`config.mk`:
```
export PLATFORM = sky130hd
export DESIGN_NAME = wdt_windowed
export DESIGN_NICKNAME = d
export VERILOG_FILES = /design/src/rtl/wdt_pkg.sv /design/src/rtl/wdt_regfile.sv /design/src/rtl/wdt_counter.sv /design/src/rtl/wdt_alarm.sv /design/src/rtl/wdt_windowed.sv
export SDC_FILE = /design/constraint.sdc
export NUM_CORES = 1
export LEC_CHECK = 0
export ABC_AREA = 0
export CAP_MARGIN = 20
export CORE_MARGIN = 3
export CORE_UTILIZATION = 47
export CTS_BUF_LIST = sky130_fd_sc_hd__clkbuf_16
export CTS_CLUSTER_SIZE = 8
export DETAILED_ROUTE_END_ITERATION = 16
export PLACE_DENSITY = 0.86
export SLEW_MARGIN = 30
export SYNTH_ARGS = -nofsm -noshare
export SYNTH_HDL_FRONTEND = slang
export SYNTH_SLANG_ARGS = --single-unit
export TNS_END_PERCENT = 100
```
`constraint.sdc`:
```
create_clock -name clk -period 2.43 [get_ports clk]
set_input_delay 0.3645 -clock clk [delete_from_list [all_inputs] [get_ports clk]]
set_output_delay 0.3645 -clock clk [all_outputs]
set_load 0.01 [all_outputs]
```
`src/rtl/wdt_pkg.sv`:
```
package wdt_pkg;
  localparam logic [7:0] WDT_KEY   = 8'hA5;
  localparam int OFS_CMD           = 0;
  localparam int OFS_MODE          = 4;
  localparam int OFS_STAT          = 8;
  localparam int KEY_LSB           = 24;
  localparam int BIT_RESTART       = 0;
  localparam int BIT_IRQ_EN        = 12;
  localparam int BIT_RST_EN        = 13;
  localparam int BIT_CPU_ONLY      = 14;
  localparam int BIT_OFF           = 15;
  localparam int WIN_LSB           = 16;
  localparam int BIT_DBG_HOLD      = 28;
  localparam int BIT_IDLE_HOLD     = 29;

  typedef struct packed {
    logic idle_hold;
    logic dbg_hold;
    logic off;
    logic cpu_only;
    logic rst_en;
    logic irq_en;
  } wdt_ctl_t;

  localparam wdt_ctl_t CTL_RESET = '{idle_hold: 1'b0, dbg_hold: 1'b0, off: 1'b0,
                                     cpu_only: 1'b0, rst_en: 1'b1, irq_en: 1'b0};
endpackage

```
`src/rtl/wdt_regfile.sv`:
```
module wdt_regfile
  import wdt_pkg::*;
#(
  parameter int CNT_W  = 12,
  parameter int ADDR_W = 4
) (
  input  logic              clk,
  input  logic              rst_n,
  input  logic              bus_en,
  input  logic              bus_we,
  input  logic [ADDR_W-1:0] bus_addr,
  input  logic [31:0]       bus_wdata,
  input  logic              ev_unf,
  input  logic              ev_err,
  output logic [CNT_W-1:0]  reload_q,
  output logic [CNT_W-1:0]  window_q,
  output wdt_ctl_t          ctl_q,
  output logic              mode_load,
  output logic [CNT_W-1:0]  load_val,
  output logic              restart_req,
  output logic              unf_q,
  output logic              err_q,
  output logic [31:0]       bus_rdata
);
  logic locked_q;
  logic wr_cmd, wr_mode, rd_acc, rd_stat, key_ok;
  logic [31:0] mode_img;
  logic [31:0] stat_img;

  always_comb begin
    wr_cmd  = bus_en && bus_we && (bus_addr == ADDR_W'(OFS_CMD));
    wr_mode = bus_en && bus_we && (bus_addr == ADDR_W'(OFS_MODE));
    rd_acc  = bus_en && !bus_we;
    rd_stat = rd_acc && (bus_addr == ADDR_W'(OFS_STAT));
    key_ok  = (bus_wdata[KEY_LSB +: 8] == WDT_KEY);
  end

  assign restart_req = wr_cmd && key_ok && bus_wdata[BIT_RESTART] && !ctl_q.off;
  assign mode_load   = wr_mode && !locked_q;
  assign load_val    = bus_wdata[CNT_W-1:0];

  always_comb begin
    mode_img                      = '0;
    mode_img[CNT_W-1:0]           = reload_q;
    mode_img[WIN_LSB +: CNT_W]    = window_q;
    mode_img[BIT_IRQ_EN]          = ctl_q.irq_en;
    mode_img[BIT_RST_EN]          = ctl_q.rst_en;
    mode_img[BIT_CPU_ONLY]        = ctl_q.cpu_only;
    mode_img[BIT_OFF]             = ctl_q.off;
    mode_img[BIT_DBG_HOLD]        = ctl_q.dbg_hold;
    mode_img[BIT_IDLE_HOLD]       = ctl_q.idle_hold;
    stat_img                      = {30'd0, err_q, unf_q};
  end

  // write-once mode word
  always_ff @(posedge clk or negedge rst_n) begin
    if (!rst_n) begin
      reload_q <= '1;
      window_q <= '1;
      ctl_q    <= CTL_RESET;
      locked_q <= 1'b0;
    end else if (mode_load) begin
      reload_q       <= bus_wdata[CNT_W-1:0];
      window_q       <= bus_wdata[WIN_LSB +: CNT_W];
      ctl_q.irq_en   <= bus_wdata[BIT_IRQ_EN];
      ctl_q.rst_en   <= bus_wdata[BIT_RST_EN];
      ctl_q.cpu_only <= bus_wdata[BIT_CPU_ONLY];
      ctl_q.off      <= bus_wdata[BIT_OFF];
      ctl_q.dbg_hold <= bus_wdata[BIT_DBG_HOLD];
      ctl_q.idle_hold<= bus_wdata[BIT_IDLE_HOLD];
      locked_q       <= 1'b1;
    end
  end

  // sticky status, cleared by a status read, a new fault wins
  always_ff @(posedge clk or negedge rst_n) begin
    if (!rst_n) begin
      unf_q <= 1'b0;
      err_q <= 1'b0;
    end else begin
      unf_q <= ev_unf || (unf_q && !rd_stat);
      err_q <= ev_err || (err_q && !rd_stat);
    end
  end

  always_ff @(posedge clk or negedge rst_n) begin
    if (!rst_n) begin
      bus_rdata <= '0;
    end else if (rd_acc) begin
      if (bus_addr == ADDR_W'(OFS_MODE))      bus_rdata <= mode_img;
      else if (bus_addr == ADDR_W'(OFS_STAT)) bus_rdata <= stat_img;
      else                                    bus_rdata <= '0;
    end
  end

  // once locked the configuration never moves
  a_r6_mode_frozen: assert property (@(posedge clk) disable iff (!rst_n)
    locked_q |=> ($stable(reload_q) && $stable(window_q) && $stable(ctl_q)));

  // a status read with no new fault leaves both flags clear
  a_r8_read_clears: assert property (@(posedge clk) disable iff (!rst_n)
    (rd_stat && !ev_unf && !ev_err) |=> (!unf_q && !err_q));

  // a turned-off watchdog never asks for a restart
  a_r7_no_restart_off: assert property (@(posedge clk) disable iff (!rst_n)
    ctl_q.off |-> !restart_req);
endmodule

```
`src/rtl/wdt_counter.sv`:
```
module wdt_counter #(
  parameter int CNT_W = 12
) (
  input  logic             clk,
  input  logic             rst_n,
  input  logic [CNT_W-1:0] reload,
  input  logic [CNT_W-1:0] window,
  input  logic             off,
  input  logic             halt,
  input  logic             mode_load,
  input  logic [CNT_W-1:0] load_val,
  input  logic             restart_req,
  output logic             ev_unf,
  output logic             ev_err
);
  logic [CNT_W-1:0] cnt_q;
  logic in_window, restart_ok, tick, at_zero;

  always_comb begin
    in_window  = (cnt_q <= window);
    restart_ok = restart_req && in_window;
    tick       = !off && !halt;
    at_zero    = (cnt_q == '0);
    ev_err     = restart_req && !in_window;
    ev_unf     = !mode_load && !restart_ok && tick && at_zero;
  end

  always_ff @(posedge clk or negedge rst_n) begin
    if (!rst_n)          cnt_q <= '1;
    else if (mode_load)  cnt_q <= load_val;
    else if (restart_ok) cnt_q <= reload;
    else if (tick)       cnt_q <= at_zero ? reload : cnt_q - 1'b1;
  end

  // a halted counter holds
  a_r11_halt_hold: assert property (@(posedge clk) disable iff (!rst_n)
    (halt && !mode_load && !restart_req) |=> $stable(cnt_q));

  // a turned-off counter holds
  a_r7_off_hold: assert property (@(posedge clk) disable iff (!rst_n)
    (off && !mode_load) |=> $stable(cnt_q));

  // underflow restarts the count from the reload field
  a_r2_unf_reload: assert property (@(posedge clk) disable iff (!rst_n)
    ev_unf |=> (cnt_q == $past(reload)));

  // an accepted restart reloads
  a_r3_restart_reload: assert property (@(posedge clk) disable iff (!rst_n)
    (restart_req && (cnt_q <= window)) |=> (cnt_q == $past(reload)));

  // a restart and an underflow never share an edge with a reload of the other kind
  a_r4_err_no_unf_zero: assert property (@(posedge clk) disable iff (!rst_n)
    ev_err |-> (cnt_q != '0));
endmodule

```
`src/rtl/wdt_alarm.sv`:
```
module wdt_alarm
  import wdt_pkg::*;
(
  input  logic     clk,
  input  logic     rst_n,
  input  wdt_ctl_t ctl,
  input  logic     ev_unf,
  input  logic     ev_err,
  input  logic     unf_q,
  input  logic     err_q,
  output logic     irq_o,
  output logic     rst_sys_o,
  output logic     rst_cpu_o
);
  localparam int N_ROUTE = 2;   // 0: system, 1: processor only

  logic       fault;
  logic [N_ROUTE-1:0] pulse_q;

  assign fault = ev_unf || ev_err;
  assign irq_o = ctl.irq_en && (unf_q || err_q);

  for (genvar g = 0; g < N_ROUTE; g++) begin : g_route
    logic pick;
    assign pick = (g == 1) ? ctl.cpu_only : !ctl.cpu_only;
    always_ff @(posedge clk or negedge rst_n) begin
      if (!rst_n) pulse_q[g] <= 1'b0;
      else        pulse_q[g] <= fault && ctl.rst_en && pick;
    end
  end

  assign rst_sys_o = pulse_q[0];
  assign rst_cpu_o = pulse_q[1];

  // never both requests together
  a_r10_one_route: assert property (@(posedge clk) disable iff (!rst_n)
    $onehot0({rst_sys_o, rst_cpu_o}));

  // a request follows a fault by one edge
  a_r10_after_fault: assert property (@(posedge clk) disable iff (!rst_n)
    fault && ctl.rst_en |=> (rst_sys_o || rst_cpu_o));
endmodule

```
`src/rtl/wdt_windowed.sv`:
```
module wdt_windowed
  import wdt_pkg::*;
#(
  parameter int CNT_W  = 12,
  parameter int ADDR_W = 4
) (
  input  logic              clk,
  input  logic              rst_n,
  input  logic              bus_en,
  input  logic              bus_we,
  input  logic [ADDR_W-1:0] bus_addr,
  input  logic [31:0]       bus_wdata,
  output logic [31:0]       bus_rdata,
  input  logic              dbg_halt_i,
  input  logic              idle_halt_i,
  output logic              irq_o,
  output logic              rst_sys_o,
  output logic              rst_cpu_o
);
  logic [CNT_W-1:0] reload, window, load_val;
  wdt_ctl_t         ctl;
  logic             mode_load, restart_req, unf_q, err_q, ev_unf, ev_err, halt;
  logic [1:0]       hold_src, hold_en;

  assign hold_src = {idle_halt_i, dbg_halt_i};
  assign hold_en  = {ctl.idle_hold, ctl.dbg_hold};
  assign halt     = |(hold_src & hold_en);

  wdt_regfile #(.CNT_W(CNT_W), .ADDR_W(ADDR_W)) u_regs (
    .clk(clk), .rst_n(rst_n),
    .bus_en(bus_en), .bus_we(bus_we), .bus_addr(bus_addr), .bus_wdata(bus_wdata),
    .ev_unf(ev_unf), .ev_err(ev_err),
    .reload_q(reload), .window_q(window), .ctl_q(ctl),
    .mode_load(mode_load), .load_val(load_val), .restart_req(restart_req),
    .unf_q(unf_q), .err_q(err_q), .bus_rdata(bus_rdata)
  );

  wdt_counter #(.CNT_W(CNT_W)) u_cnt (
    .clk(clk), .rst_n(rst_n),
    .reload(reload), .window(window), .off(ctl.off), .halt(halt),
    .mode_load(mode_load), .load_val(load_val), .restart_req(restart_req),
    .ev_unf(ev_unf), .ev_err(ev_err)
  );

  wdt_alarm u_alarm (
    .clk(clk), .rst_n(rst_n), .ctl(ctl),
    .ev_unf(ev_unf), .ev_err(ev_err), .unf_q(unf_q), .err_q(err_q),
    .irq_o(irq_o), .rst_sys_o(rst_sys_o), .rst_cpu_o(rst_cpu_o)
  );

  // the interrupt never rises without an enable
  a_r9_irq_gated: assert property (@(posedge clk) disable iff (!rst_n)
    $rose(irq_o) |-> ctl.irq_en);
endmodule

```
Word-level counts from Yosys, hierarchy flattened:

Index checks and enable logic that the tools add are counted.
W data, S select, Z words.

* bits in registers: 79
* logic and storage cells: 65

* $add $sub $neg: 1
* reductions and logical operators: 38
* eq/ne operators: 3
* $lt $le $gt $ge: 1
* multiplexer cells: 6
* bitwise operators: 1

Operators by type and width (count)
* $mux W12: 4
* $mux W32: 1
* $logic_and A1 B1 Y1: 21
* $le A12 B12 Y1: 1
* $logic_not A12 Y1: 1
* $sub A12 B1 Y12 const B: 1
* $logic_not A1 Y1: 9
* $eq A8 B8 Y1 const B: 1
* $eq A4 B3 Y1 const B: 1
* $eq A4 B4 Y1 const B: 1
* $logic_not A4 Y1: 1
* $logic_or A1 B1 Y1: 4
* $reduce_bool A3 Y1: 1
* $and A2 B2 Y2: 1
* $mux W2: 1
* $reduce_or A2 Y1: 1

Longest topological paths before layout:

* word-level depth: 13
* depth in mapped cells: 10
* mapped depth without buffers: 9

Cells and area by module:

Synthesis repeated with hierarchy kept, for this count alone.

* cell total of the unflattened synthesis: 309
* area total of the unflattened synthesis: 3886.2 um^2

Modules (own cells, without submodules)
* wdt_regfile: seq. area each 1607.8 um^2, area each 2518.7 um^2, cells each 166, instances 1
* wdt_counter: seq. area each 315.3 um^2, area each 1281.2 um^2, cells each 135, instances 1
* wdt_alarm: seq. area each 50.0 um^2, area each 77.6 um^2, cells each 7, instances 1
* wdt_windowed: seq. area each 0.0 um^2, area each 8.8 um^2, cells each 1, instances 1

Least setup slack after synthesis:

Ideal clock, no wire load.

* path type: register -> register
* start: reg u_regs.window_q[10]
* end: reg u_cnt.cnt_q[3]
* slack: 84 ps
* cell stages (with the launch flop): 10
* arrival: 2261 ps
* cell sequence: dfstp_2 inv_1 ha_1 nand4_1 or3_1 o41ai_2 a31oi_1 mux2_2 nand3_1 nand3b_1

* word-level cells in the longest chain between the ends: 4
* elaborated cells between the ends (all ways): 5
* those cells by class: order compare: 1; mux: 2; reduce/logical: 2

RTL lines
* start, declared: line wdt_regfile.sv:16 `output logic [CNT_W-1:0] window_q,`
* start signal, assigned: line wdt_regfile.sv:64 `window_q <= bus_wdata[WIN_LSB +: CNT_W];`
* $le A12 B12 Y1 *: line wdt_counter.sv:20 `in_window = (cnt_q <= window);`
* $logic_and A1 B1 Y1 *: line wdt_counter.sv:21 `restart_ok = restart_req && in_window;`
* $mux W12: line wdt_counter.sv:31 `else if (restart_ok) cnt_q <= reload;`
* $mux W12: line wdt_counter.sv:30 `else if (mode_load) cnt_q <= load_val;`
* end signal, assigned: line wdt_counter.sv:30
* end signal, assigned: line wdt_counter.sv:31
* end signal, assigned: line wdt_counter.sv:32 `else if (tick) cnt_q <= at_zero ? reload : cnt_q - 1'b1;`
* end, declared: line wdt_counter.sv:16 `logic [CNT_W-1:0] cnt_q;`

Mark *: on every way between the ends. The rest lies on a longest branch, timed or not.
A chain may end at the register's enable or synchronous reset.

Worst setup path in the final report:

* start: reg u_regs.window_q[4]
* end: reg u_cnt.cnt_q[7]

The elaborated chain is that of the path after synthesis.

==> results.sh <==
export IMPL_leakage_nw=2.470
export IMPL_synthDistinctLibCells=58
export IMPL_ys_ff_latch=77
export IMPL_layout_min_cycle_time_ns=2.469
export IMPL_setup_violations=10
export IMPL_vias=3733
export IMPL_slew_headroom_pct=54.89
export IMPL_drtAntennaViolNets=0
export IMPL_place_congestion=0.9464
export IMPL_async_flop_share_pct=100.0
export IMPL_first_pass_iters=5
export IMPL_r2r_setup_slack_ns=-0.04
export IMPL_cts_tree="done"
export IMPL_port_buffers=74
export IMPL_rows=32
export IMPL_grt_pass1_wl_um=17480
export IMPL_reg2reg_to="u_cnt.cnt_q[7]"
export IMPL_cts_buffers_inserted=9
export IMPL_worst_path_max_fanout=7
export IMPL_reg2reg_depth=9
export IMPL_grt_max_degree=41
export IMPL_drt_iter0_markers=268
export IMPL_status="finished with violations"
export IMPL_start_util_pct=49.11
export IMPL_antenna_found_initial=0
export IMPL_hold_viol_final=0
export IMPL_hold_ws_ns=0.05369
export IMPL_violations="negative setup slack"
export IMPL_tightest_slew_ns=0.6766
export IMPL_wl_per_cell_um=19.51
export IMPL_post_route_util_pct=72.77
export IMPL_cp_data_arrival_time_ns=2.72
export IMPL_synth_seq_area_share_pct=51.20
export IMPL_die_area_um2=9322
export IMPL_maxCapViolCount=0
export IMPL_netlist_area_leader_share_pct=25.97
export IMPL_design_area_um2=5710
export IMPL_cp_required_ns=2.68
export IMPL_clock_path_buffers=2
export IMPL_maxClockFrequency_mhz=404.9
export IMPL_drcViolationCount=0
export IMPL_setup_tns_final_ns=-0.1618
export IMPL_viasPerCell=5.833
export IMPL_reg2reg_from="u_regs.window_q[4]"
export IMPL_syn_inst=408
export IMPL_endpoint="u_cnt.cnt_q[7]"
export IMPL_drv_slew=0
export IMPL_yosysTopAreaCell="dfrtp_1"
export IMPL_grt_setup_unrepaired="yes"
export IMPL_grt_pass1_vias=3614
export IMPL_grt_usage_pct=24.54
export IMPL_area_growth_pct=48.18
export IMPL_crit_start="u_regs.window_q[4]"
export IMPL_crit_type="reg -> reg"
export IMPL_dieWidth_um=96.55
export IMPL_pin_count=77
export IMPL_cts_clk_slew_worst_paths_ns=0.07
export IMPL_ir_drop_mv=0.4487
export IMPL_synth_avg_cell_area_um2=9.445
export IMPL_drt_wl_total_um=12490
export IMPL_drive_above_1_share_pct=30.11
export IMPL_setup_ws_ns=-0.03950
export IMPL_die_h_um=96.55
export IMPL_diodes=0
export IMPL_synth_yosys_warnings=0
export IMPL_cts_root_buffer="clkbuf_16"
export IMPL_hp_class="in -> async"
export IMPL_post_route_period_util_pct=101.6
export IMPL_p_per_area_nw_per_um2=925.2
export IMPL_fin_skew_ns=0.007254
export IMPL_crit_path_end_kind="flip-flop"
export IMPL_final_nets=589
export IMPL_postCtsHoldBufs=0
export IMPL_clk_latency_ns=0.34
export IMPL_core_um2=7848
export IMPL_dp_final_hpwl_um=7849
export IMPL_ys_flop_type="dfrtp_1"
export IMPL_netlist_area_um2=3854
export IMPL_h_tree_depth=3
export IMPL_postPlaceCellArea_um2=5016
export IMPL_synth_edf_count=0
export IMPL_overflow=0
export IMPL_synth_area_leaders="dfrtp_1 26%, dfstp_2 25%, nand2_1 10%"
export IMPL_worstSetupStartpointType="flip-flop"
export IMPL_clock_sinks=77
-- worst max-delay path, cell delays in order (launching register included) --
cell      delay, ns
dfstp_2        0.53
inv_2          0.05
ha_1           0.32
nand4_1        0.14
buf_4          0.17
a211o_4        0.34
a31oi_4        0.32
o21ai_4        0.17
buf_6          0.16
o221ai_1       0.19
-- how the worst min path moves through the flow --
stage / from / to / slack [ns] / cells after the start
3_5_place_dp: u_regs.ctl_q[2] / u_alarm.rst_sys_o / 0.42 / 1
2_1_floorplan: rst_n / u_alarm.rst_cpu_o / 0.07 / 0
5_1_grt: rst_n / u_alarm.rst_cpu_o / 0.09 / 1
6_report: rst_n / u_alarm.rst_cpu_o / 0.05 / 1
3_3_place_gp: rst_n / u_alarm.rst_sys_o / 0.41 / 1
4_1_cts: rst_n / u_alarm.rst_cpu_o / 0.06 / 1
-- flip-flops by register name (all words and copies together), names as in the netlist, 6 cells and up --
signal / flops
u_regs.reload_q: 12
u_regs.ctl_q: 6
u_regs.bus_rdata: 30
u_cnt.cnt_q: 12
u_regs.window_q: 12
-- placed cells by master (no fill, tap or decap), drive strengths merged, types with 3 or more instances in the layout --
| cell | synthesis | routed |
|---|---|---|
| o21a | 3 | 3 |
| a31oi | 6 | 6 |
| and2 | 5 | 5 |
| o221ai | 3 | 3 |
| nand3 | 6 | 6 |
| clkbuf | 13 | 9 |
| buf | 6 | 59 |
| a21oi | 9 | 9 |
| xnor2 | 6 | 6 |
| clkdlybuf4s50 | 0 | 73 |
| o21ai | 36 | 36 |
| mux2i | 3 | 3 |
| nand3b | 3 | 3 |
| dfrtp | 40 | 40 |
| dfstp | 37 | 37 |
| nor2 | 19 | 19 |
| o211ai | 4 | 4 |
| nand2 | 104 | 104 |
| or3 | 3 | 3 |
| nor3 | 11 | 11 |
| inv | 23 | 27 |
| nand2b | 4 | 4 |
| nand4 | 6 | 6 |
| o31ai | 17 | 17 |
| ha | 14 | 14 |
-- routing by layer --
layer / global-route usage, % / vias to the layer above / share of wire [%]
met5: 0 / - / 0
met4: 9.813 / 0 / 2.8
met3: 5.577 / 32 / 7.0
met2: 39.14 / 208 / 51
met1: 32.42 / 1825 / 39
li1: - / 1668 / -
-- synth_stat cells, drive strengths merged, types with 3 or more instances --
library cell	number
a31oi	6
o21a	3
clkbuf	13
nand3	6
nand2	104
o221ai	3
xnor2	6
o211ai	4
dfrtp	40
o21ai	36
ha	14
nor3	11
a21oi	9
nand2b	4
or3	3
nand4	6
o31ai	17
nand3b	3
and2	5
buf	6
nor2	19
mux2i	3
inv	23
dfstp	37
-- cell type report --
cell class	instances	area, um^2
inverters	23	86.33
multi-input cells	290	2001
fillers	544	2137
clock inverters	7	102.6
well taps	102	127.6
repair buffers	132	1195
clock buffers	9	225.2
flip-flops and latches	77	1973
-- stage by stage --
| stage | power, mW | std cells | setup WS [ns] |
|---|---|---|---|
| floorplan | 2.576 | 409 | 0.08411 |
| global placement | 3.238 | 616 | -0.1546 |
| detailed placement | 3.289 | 616 | -0.2281 |
| CTS | 4.885 | 633 | 0.0007174 |
| global route | 5.497 | 640 | -0.09716 |
| finish | 5.284 | 640 | -0.03950 |
-- what timing repair did --
action,4_1_cts,5_1_grt
pin swaps,5,22
cloned,1,0
resized for setup,16,37
setup buffers,0,7
endpoints found under the setup margin,14,14
-- logic make-up after synthesis --
logic type               share of synthesized area (%)
adder cells (fa/ha/maj)                          4.546
AO/OA/AOI/OAI                                    16.53
multiplexers                                     1.364
buffers and inverters                            4.545
AND/OR/NAND/NOR                                  20.36
flip-flops                                       51.20
XOR/XNOR                                         1.364
other                                          0.09731
-- power by group --
| part | switching, mW | internal (mW) |
|---|---|---|
| clock | 0.573 | 0.914 |
| sequential | 0.230 | 1.66 |
| combinational | 0.948 | 0.962 |
(Power assumes the default switching activity.)
